**src/rtl/dma_arb_pkg.sv**
```systemverilog
package dma_arb_pkg;
  localparam int PRIO_W = 2;
  localparam int NUM_LEVELS = 1 << PRIO_W;

  typedef enum logic {ARB_IDLE = 1'b0, ARB_HOLD = 1'b1} arbState_e;

  typedef struct packed {
    logic loadGrant;
    logic clearGrant;
  } arbStrobe_t;
endpackage

```
**src/rtl/dma_arb_control.sv**
```systemverilog
module dma_arb_control
  import dma_arb_pkg::*;
(
  input  logic       clk,
  input  logic       rstN,
  input  logic       anyElig,
  input  logic       beatDone,
  output arbStrobe_t strb
);
  arbState_e state, stateNext;

  always_comb begin
    strb = '0;
    stateNext = state;
    case (state)
      ARB_IDLE: if (anyElig) begin
        strb.loadGrant = 1'b1;
        stateNext = ARB_HOLD;
      end
      ARB_HOLD: if (beatDone) begin
        strb.clearGrant = 1'b1;
        stateNext = ARB_IDLE;
      end
      default: stateNext = ARB_IDLE;
    endcase
  end

  always_ff @(posedge clk or negedge rstN) begin
    if (!rstN) state <= ARB_IDLE;
    else       state <= stateNext;
  end

  // idle with an eligible requester always moves to hold
  a_r9_idle_grants: assert property (@(posedge clk) disable iff (!rstN)
    (state == ARB_IDLE && anyElig) |=> (state == ARB_HOLD));

  // hold leaves only on beat completion
  a_r7_hold_until_done: assert property (@(posedge clk) disable iff (!rstN)
    (state == ARB_HOLD && !beatDone) |=> (state == ARB_HOLD));
endmodule

```
**src/rtl/dma_arb_datapath.sv**
```systemverilog
module dma_arb_datapath
  import dma_arb_pkg::*;
#(
  parameter int NUM_CH = 8,
  localparam int IDX_W = (NUM_CH > 1) ? $clog2(NUM_CH) : 1
) (
  input  logic                     clk,
  input  logic                     rstN,
  input  logic [NUM_CH-1:0]        chanReq,
  input  logic [NUM_CH-1:0]        chanEn,
  input  logic [PRIO_W*NUM_CH-1:0] chanPrio,
  input  logic                     beatDone,
  input  arbStrobe_t               strb,
  output logic                     anyElig,
  output logic [NUM_CH-1:0]        grantOneHot,
  output logic [IDX_W-1:0]         grantIdx,
  output logic                     grantValid
);
  logic [NUM_CH-1:0] eligible;
  logic [NUM_LEVELS-1:0][NUM_CH-1:0] levelMask;
  logic [NUM_CH-1:0] selMask, winner;
  logic [IDX_W-1:0] winIdx;

  assign eligible = chanReq & chanEn;
  assign anyElig  = |eligible;

  for (genvar lv = 0; lv < NUM_LEVELS; lv++) begin : g_level
    for (genvar c = 0; c < NUM_CH; c++) begin : g_chan
      assign levelMask[lv][c] = eligible[c] &&
        (chanPrio[PRIO_W*c +: PRIO_W] == PRIO_W'(lv));
    end
  end

  // stage one: highest populated level overrides lower ones
  always_comb begin
    selMask = '0;
    for (int lv = 0; lv < NUM_LEVELS; lv++)
      if (|levelMask[lv]) selMask = levelMask[lv];
  end

  // stage two: lowest set bit wins
  assign winner = selMask & (~selMask + NUM_CH'(1));

  always_comb begin
    winIdx = '0;
    for (int c = NUM_CH - 1; c >= 0; c--)
      if (winner[c]) winIdx = IDX_W'(c);
  end

  always_ff @(posedge clk or negedge rstN) begin
    if (!rstN) begin
      grantOneHot <= '0;
      grantIdx    <= '0;
      grantValid  <= 1'b0;
    end else if (strb.loadGrant) begin
      grantOneHot <= winner;
      grantIdx    <= winIdx;
      grantValid  <= 1'b1;
    end else if (strb.clearGrant) begin
      grantOneHot <= '0;
      grantIdx    <= '0;
      grantValid  <= 1'b0;
    end
  end

  // at most one grant bit, at the reported index
  a_r8_onehot: assert property (@(posedge clk) disable iff (!rstN)
    $onehot0(grantOneHot) && (!grantValid || grantOneHot[grantIdx]));

  // nothing shown when no grant is held
  a_r5_idle_zero: assert property (@(posedge clk) disable iff (!rstN)
    !grantValid |-> (grantIdx == '0 && grantOneHot == '0));

  // held grant does not move before the beat completes
  a_r6_stable: assert property (@(posedge clk) disable iff (!rstN)
    (grantValid && !beatDone) |=> ($stable(grantOneHot) && $stable(grantIdx) && grantValid));

  // a fresh grant went to a channel that was eligible one cycle earlier
  a_r4_eligible: assert property (@(posedge clk) disable iff (!rstN)
    $rose(grantValid) |-> ($past(eligible) & grantOneHot) != '0);
endmodule

```
**src/rtl/dma_prio_arbiter.sv**
```systemverilog
module dma_prio_arbiter
  import dma_arb_pkg::*;
#(
  parameter int NUM_CH = 8,
  localparam int IDX_W = (NUM_CH > 1) ? $clog2(NUM_CH) : 1
) (
  input  logic                     clk,
  input  logic                     rstN,
  input  logic [NUM_CH-1:0]        chanReq,
  input  logic [NUM_CH-1:0]        chanEn,
  input  logic [PRIO_W*NUM_CH-1:0] chanPrio,
  input  logic                     beatDone,
  output logic [NUM_CH-1:0]        grantOneHot,
  output logic [IDX_W-1:0]         grantIdx,
  output logic                     grantValid
);
  arbStrobe_t strb;
  logic anyElig;

  dma_arb_control i_control (
    .clk(clk), .rstN(rstN), .anyElig(anyElig), .beatDone(beatDone), .strb(strb)
  );

  dma_arb_datapath #(.NUM_CH(NUM_CH)) i_datapath (
    .clk(clk), .rstN(rstN), .chanReq(chanReq), .chanEn(chanEn),
    .chanPrio(chanPrio), .beatDone(beatDone), .strb(strb), .anyElig(anyElig),
    .grantOneHot(grantOneHot), .grantIdx(grantIdx), .grantValid(grantValid)
  );
endmodule

```
**config.mk**
```make
export PLATFORM = sky130hd
export DESIGN_NAME = dma_prio_arbiter
export DESIGN_NICKNAME = d
export VERILOG_FILES = /design/src/rtl/dma_arb_pkg.sv /design/src/rtl/dma_arb_control.sv /design/src/rtl/dma_arb_datapath.sv /design/src/rtl/dma_prio_arbiter.sv
export SDC_FILE = /design/constraint.sdc
export NUM_CORES = 1
export LEC_CHECK = 0
export ABC_CLOCK_PERIOD_IN_PS = 1100
export BUFFER_PORTS_ARGS = -buffer_cell sky130_fd_sc_hd__buf_2
export CELL_PAD_IN_SITES_DETAIL_PLACEMENT = 1
export CELL_PAD_IN_SITES_GLOBAL_PLACEMENT = 1
export CORE_ASPECT_RATIO = 1.2
export CORE_UTILIZATION = 34
export DETAILED_ROUTE_END_ITERATION = 10
export PLACE_DENSITY_LB_ADDON = 0.1
export SYNTH_ARGS = -nofsm -noshare
export SYNTH_HDL_FRONTEND = slang
export SYNTH_SLANG_ARGS = --single-unit
export TNS_END_PERCENT = 10
```
**constraint.sdc**
```tcl
create_clock -name clk -period 1.1 [get_ports clk]
set_input_delay 0.11 -clock clk [delete_from_list [all_inputs] [get_ports clk]]
set_output_delay 0.11 -clock clk [all_outputs]
set_load 0.005 [all_outputs]
```
==> impl.org, run 1 <==
** Power and ir drop
- Leakage power of the design :: 1.10 nW
- Switching fraction of total power :: 35.9%
- Internal power comes to 0.00134 W.
- Of the total power, combinational logic draws 53.8%.
- Part of the power in registers :: 26.4%
- Total power divided by cell area :: 853 mW/mm^2
- Worst vdd rail ir drop :: 0.000290 V
- Overall power :: 0.00209 W
- NetSw :: 0.000753 W
- The clock network accounts for 19.8% of the total power.

** Worst setup path
- Together, buffers and inverters on the worst path number 2.
- The worst setup path is captured at a flip-flop.
- Slowest stage cell on the critical path :: or4_4
- Kind of critical path :: in -> reg
- In this design, the stage delay of the slowest critical-path cell is 0.61 ns.
- In this run the worst path has a maximum fanout of 5.
- STA puts the critical path data arrival time at 2.21 ns.
- Critical path launch point :: chanPrio[13]
- CP Data Required Time :: 1.24 ns
- Startpoint Class :: input pin
- In this run the critical register-to-register path is launched from i_control.state.
- Delay-heaviest family, CP :: simple AND/OR/NAND/NOR gates
- Walking the worst path, the cells encountered are buf_2, nand3b_1, o32ai_1, or4_4, a31oi_4, o32ai_2, buf_4, nor2_2, nand4b_1, a31oi_1.

** STA
- Across the routed clock network, the largest skew measured is 0.000361 ns.
- Final worst path period share :: 189%
- Unrepaired setup endpoints after global routing :: yes
- Total setup violations reported at the end of the flow :: 13
- Final setup margin :: -0.974 ns
- Number of hold violations in the final report :: 0
- Maximum clock rate :: 0.482 GHz
- Slew at the pin closest to its max-slew limit :: 0.428 ns
- Slew margin rel. :: 71.2%
- The routed design could run at a clock period as short as 2.07 ns.
- The count of pins over their slew limit was 0.

** Logic synthesis
- Post-Synthesis Cells :: 148
- The Yosys step of the flow raised 0 warnings.
- Synth Cell Area :: 0.00139 mm^2
- The synthesized netlist contains 57 unique library cells.
- For this run, the register share of the synthesized area comes to 23.5%.
- A synthesized cell averages 9.36 um^2.
- Syn Nets :: 183
- Yosys reg bits :: 13

** Floorplanning
- Number of ports placed on the die boundary :: 47
- Initial cell density of the core :: 35.4%
- The floorplan step defined a die boundary enclosing 0.00433 mm^2.
- Placeable core region :: 0.00391 mm^2
- Die height :: 71.9 um
- The die is 60.3 um wide.
- The initialized floorplan defines 25 standard-cell rows.

** Clock network
- Clock latency reported for the late side of the worst-skew pair :: 0.24 ns
- TritonCTS built the clock tree.
- Total clock buffers created by CTS :: 3
- CTS H-tree lvls :: 1
- Clock root buffer :: clkbuf_8
- Deepest clock path buffer count :: 2
- The tree built by TritonCTS fans out to 13 sinks.
- Clock-pin slew was measured on the worst setup and hold paths at 0.05 ns.

** Outcome
- The checks that failed: setup timing.
- The run finished, with violations left.

** Finish
- For this run, the post-layout net count is 300.
- The top cell types in the final layout, fill and taps aside, are 62 x buf_4, 36 x buf_2, 15 x buf_6.
- Antenna Cells :: 0
- Fraction of layout instances using a drive strength above 1 :: 62.1%
- Leaving out fill and tap cells, the most frequent cell in the layout is buf_4.
- Area added between synthesis and finish :: 77.1%
- Number of cells in the finished layout apart from fillers :: 318

** Global routing
- Total global routing overflow :: 0
- Global routing usage summed across all routing layers :: 32.1%
- Maximum number of pins on one net before global-route repair :: 14
- The initial antenna violation count is 0.
- The number of global-route vias before repair is 2053.
- The first global-routing pass estimated 10300 um of wire.

** Routing
- Routed signal wires occupy layers up through met4.
- Routed Antenna Nets :: 0
- WL final :: 6770 um
- The detailed router placed 1911 vias in this run.
- Wire length on met1 :: 2320 um
- Via density per instance :: 6.01
- Met3 WL post-DR :: 315 um
- Remaining design rule violation count :: 0
- Dividing the detail-routed wire length by the instance count gives 21.3 um.
- For this block, the initial DRC count from the detailed router was 80.
- Met2 layer wire length in the routed design :: 3820 um
- The pre-antenna-repair detailed-routing pass consisted of 4 iterations.

** Placed design
- At the end of routability-driven placement, the weighted congestion stood at 0.907.
- # port buffers :: 46
- Pre-CTS setup slack :: -1.19 ns
- Half-perimeter wire length of the detailed placement result :: 4850 um
- After detailed placement, the design holds a cell count of 304.

** Hold path
- The path class of the tightest hold or removal check is in -> reg.
- In this run the most critical hold path is launched from beatDone.

** Job
- Max-cap violations in this run came to 0.
==> per-stage QoR <==
step | instance area [um^2] | hold slack [ns] | setup TNS [ns] | util, %
finish | 2450 | 0.110 | -9.22 | 62.8
CTS | 2400 | 0.0969 | -8.26 | 61.3
global placement | 2120 | 0.00209 | -11.73 | 54.2
detailed placement | 2120 | 0.0107 | -12.48 | 54.2
global route | 2450 | 0.106 | -9.84 | 62.8
floorplan | 1400 | -0.186 | -6.96 | -
==> worst paths after layout <==
check / slack (ns) / cells past startpoint / to
max reg2reg: -0.24 / 4 / i_datapath.grantIdx[0]
min: 0.11 / 2 / i_control.state
min in group asynchronous: 0.30 / 2 / i_control.state
min reg2reg: 0.48 / 2 / i_datapath.grantOneHot[5]
max: -0.97 / 10 / i_datapath.grantIdx[0]
max in group asynchronous: 0.57 / 2 / i_datapath.grantOneHot[4]
==> per-layer routing <==
layer  vias to the layer above  track usage, %
met5                         -               0
met4                         0            19.1
met3                        24            2.67
met2                        81            60.4
met1                       945            32.9
li1                        861               -
==> cell usage after synthesis, drive strengths merged <==
cell	instances	area share, %
nand2	10	2.7
o31a	1	0.63
a32oi	2	1.3
nand3	12	5.1
o32ai	7	6.1
a2111oi	1	0.63
and3	1	0.45
nor2	9	2.6
inv	5	1.4
buf	3	1.4
nand4b	8	5.1
o21ai	1	0.36
and4	1	0.81
a211oi	2	1.4
nor4b	1	1.7
and2	3	1.5
or4	2	1.6
a32o	2	1.4
a22o	4	2.6
nand2b	1	0.45
o211ai	1	0.54
o21a	2	1.1
a31o	1	1.3
nor3	5	3.8
nor4	5	4.4
dfrtp	13	23
o221a	2	2.3
o31ai	2	1.4
clkbuf	1	0.54
o22ai	4	2.7
nand4	6	2.7
o2111ai	2	1.7
mux2i	1	0.72
o21bai	1	0.54
a21oi	9	3.3
a31oi	6	3.8
nand3b	7	3.8
a211o	1	0.63
a2bb2oi	1	0.63
o32a	1	0.72
or3b	1	0.63
==> kinds of logic (layout without fill, tap and decap cells) <==
group           count (synthesis)  after routing  share of synthesized area (%)
buf+inv                         9            125                           3.34
compound gates                 53             53                           35.1
mux                             1              1                          0.723
simple gates                   72             72                           37.4
flops                          13             13                           23.5
==> layout make-up <==
class,count,area [um^2]
clock buffers,4,45.0
flip-flops and latches,13,325
inverters,5,18.8
multi-input cells,126,1140
well taps,54,67.6
fillers,471,1460
repair buffers,116,855
==> power by group through the flow <==
stage | clock, W | sequential [W] | combinational, W
after floorplan | 0 | 0.000551 | 0.000445
after detailed placement | 0 | 0.000558 | 0.000917
final | 0.000415 | 0.000553 | 0.00113
after global routing | 0.000457 | 0.000556 | 0.00119
after global placement | 0 | 0.000552 | 0.000878
after CTS | 0.000425 | 0.000552 | 0.00106
==> state kept, by name, summed over array words and instances, names as in the netlist <==
| register | cells |
|---|---|
| i_datapath.grantOneHot | 8 |
| i_datapath.grantValid | 1 |
| i_control.state | 1 |
| i_datapath.grantIdx | 3 |
==> repair_timing <==
action | CTS | global route
endpoints found under the hold margin | 13 | 0
buffers inserted | 9 | 0
pin swaps | 25 | 12
hold buffers | 1 | 0
setup endpoints to repair | 13 | 13
gates resized for setup | 35 | 11
(Power assumes the default switching activity.)
==> inputs of run 2 (changes only) <==
- ABC_CLOCK_PERIOD_IN_PS: 1100 -> 2500
- CORE_UTILIZATION: 34 -> 40
- clock period: 1.1 -> 2.5 ns (I/O delays scaled with it)
==> run 2 against run 1 <==
Against the previous run:
- the run now ends clean
- non-clock buffer count decreased by 58
- global-route usage decreased by 3.9 points
- cell area decreased by 28%
- clock-buffer cell count decreased by 1
- setup slack improved by 1.3 ns
- critical endpoint unchanged
==> impl.org, run 2 (synthesis gave the netlist of run 1 again) <==
** Outcome
- Outcome :: finished, final reports clean

** Worst setup path
- Endpoint kind of the worst setup timing path :: flip-flop
- Data arrival at the endpoint of the critical path :: 2.35 ns
- Startpoint Class :: input pin
- Counting both buffers and inverters, the worst setup path holds a total of 2.
- Critical path depth :: 10
- The worst register-to-register path begins at i_control.state.
- The critical path goes through buf_2, buf_4, nand4_1, nand4_1, nor3_4, a21oi_1, o32a_1, a2111oi_1, a21oi_1, a31oi_1.
- The kind of cell with the highest combined delay along the critical path is compound AO/OA/AOI/OAI gates.
- For flop-to-flop paths, the worst setup slack is 1.10 ns.
- The most critical setup path has its startpoint at chanPrio[7].
- In this run the worst path has a maximum fanout of 6.
- Kind of critical path :: in -> reg
- At the worst endpoint, the required time is 2.67 ns.
- Slowest stage cell on the critical path :: a2111oi_1
- On the worst path, the slowest cell contributes a delay of 0.40 ns.
- Number of cells traversed by the worst register-to-register path :: 4
- Worst r2r dst :: i_datapath.grantIdx[0]

** STA
- Number of hold violations in the final report :: 0
- For the pin with the worst max-slew slack, the measured transition is 0.512 ns.
- Setup violations remaining at the end of the flow were counted as 0.
- Dividing the final minimum period by the clock period gives 87.3%.
- Final count of pins violating max slew :: 0
- Clock period minus worst slack :: 2.18 ns
- Summed over all failing endpoints, the final setup total negative slack is 0 ns.
- Unrepaired setup endpoints after global routing :: no
- Slew margin rel. :: 65.5%
- Worst clock skew on the final layout :: 0.00247 ns
- Timing would allow up to 0.458 GHz.

** Placed design
- RePlAce Congestion :: 0.903
- After detailed placement, the design holds a cell count of 238.
- Half-perimeter wire length of the detailed placement result :: 4050 um
- During placement, the flow inserted port buffers numbering 46.

** Routing
- Via density per instance :: 6.42
- Remaining design rule violation count :: 0
- Number of DRC markers in iteration 0 :: 96
- WL final :: 4880 um
- The detail route stage leaves a number of antenna-violating nets equal to 0.
- Summing over every cut layer, the via total after detailed routing is 1560.
- DR pass1 iterations :: 4
- Routed length per placed instance :: 20.1 um

** Finish
- Counting flops per register, the top entry is i_datapath.grantOneHot.
- The repair_antennas step left the layout with diodes totalling 0.
- For this run, the share of the core covered by cells in the final layout is 53.6%.
- Regs by FF count :: i_datapath.grantOneHot x8, i_datapath.grantIdx x3
- Fraction of layout instances using a drive strength above 1 :: 44.2%
- Area added between synthesis and finish :: 28.1%
- Leaving out fill and tap cells, the most frequent cell in the layout is buf_2.
- Number of flip-flops in the largest register :: 8
- The finished layout holds 243 standard cells, fillers aside.
- The top cell types in the final layout, fill and taps aside, are 46 x buf_2, 13 x dfrtp_1, 11 x buf_4.
- Nets :: 242

** Floorplanning
- Measured along the y axis, the die boundary spans 66.5 um.
- Width of the die :: 55.7 um
- Initial cell density of the core :: 41.9%
- Die area :: 0.00370 mm^2
- The floorplan step defined a core boundary enclosing 0.00331 mm^2.
- In this run the core area contains 23 standard-cell rows.
- In this run the count of I/O pins placed on the die edge is 47.

** Global routing
- The initial antenna violation count came to 0.
- Vias in the first global route :: 1630
- Entering global routing, the biggest net connects 14 pins.
- Across every metal layer, demand over resource in global routing totals 28.1%.
- The first global-routing pass estimated 8050 um of wire.
- For this run the aggregate overflow at the end of global routing stands at 0.

** Clock network
- Buffers inserted by post-CTS timing repair :: 0
- The root buffer cell chosen for the clock tree is clkbuf_8.
- Deepest clock path buffer count :: 2
- After clock tree synthesis, the clock-pin slew on the worst setup and hold paths is 0.06 ns.
- In this run the number of H-tree levels came out at 1.
- At the later pin of the worst-skew pair, clock insertion delay measures 0.25 ns.
- Total clock buffers created by CTS :: 3
- TritonCTS built the clock tree.
- Sinks on the clock net :: 13

** Hold path
- Worst Hold Class :: in -> reg
- For hold timing, the worst endpoint is i_control.state.
- Hold path start :: beatDone
- The worst hold path passes through 2 cells.

** Power and ir drop
- Worst vdd rail ir drop :: 0.000439 V
- Leakage power of the design :: 0.766 nW
- Dividing total power by cell area gives a power density of 428 mW/mm^2.

** Job
- Total of max-cap violations :: 0
==> run 2: worst reg2reg max path: cells and delay by family, from the launching register on <==
kind                   cells  cell delay, ns
flip-flops                 1            0.62
AO/OA/AOI/OAI              2            0.27
multiplexers               1            0.24
buffers and inverters      1            0.20
==> run 2: per-layer routing <==
metal  vias to the layer above  track usage [%]  routed length [um]
met5                         -                0                   0
met2                        50             55.6                2670
li1                        742                -                   -
met1                       754             29.2                1860
met4                         0             14.7                 178
met3                        14             2.91                 175
==> run 2: layout make-up <==
| cell class | instances | area [um^2] |
|---|---|---|
| Multi-Input combinational cell | 126 | 1010 |
| Inverter | 5 | 18.8 |
| Tap cell | 37 | 46.3 |
| Timing Repair Buffer | 58 | 323 |
| Fill cell | 399 | 1540 |
| Clock buffer | 3 | 41.3 |
| Sequential cell | 13 | 325 |
| Clock inverter | 1 | 5.00 |
==> run 2: per-stage QoR <==
stage | worst slack, ns | hold slack (ns) | total power [W] | cell area [um^2]
after floorplan | 0.553 | -0.0456 | 0.000433 | 1390
after global placement | 0.0769 | 0.140 | 0.000557 | 1720
after detailed placement | 0.0280 | 0.149 | 0.000568 | 1720
after CTS | 0.251 | 0.210 | 0.000764 | 1770
after global routing | 0.0892 | 0.214 | 0.000806 | 1770
final | 0.317 | 0.214 | 0.000759 | 1770
==> run 2: how the worst max path moves through the flow <==
stage	end
6_report	i_datapath.grantIdx[0]
5_1_grt	i_datapath.grantIdx[0]
4_1_cts	i_datapath.grantIdx[0]
3_5_place_dp	i_datapath.grantIdx[0]
3_3_place_gp	i_datapath.grantIdx[0]
2_1_floorplan	i_datapath.grantIdx[0]
==> run 2: repair_timing <==
action / CTS / global route
endpoints found under the setup margin: 0 / 1
resized for setup: 0 / 1
hold buffers: 1 / 0
hold endpoints to repair: 13 / 0
==> run 2: power breakdown <==
| group | total, W | internal, W | switching [W] |
|---|---|---|---|
| Clock | 0.000189 | 0.000110 | 0.0000789 |
| Sequential | 0.000244 | 0.000227 | 0.0000166 |
| Combinational | 0.000326 | 0.000141 | 0.000185 |
| Total | 0.000759 | 0.000479 | 0.000280 |
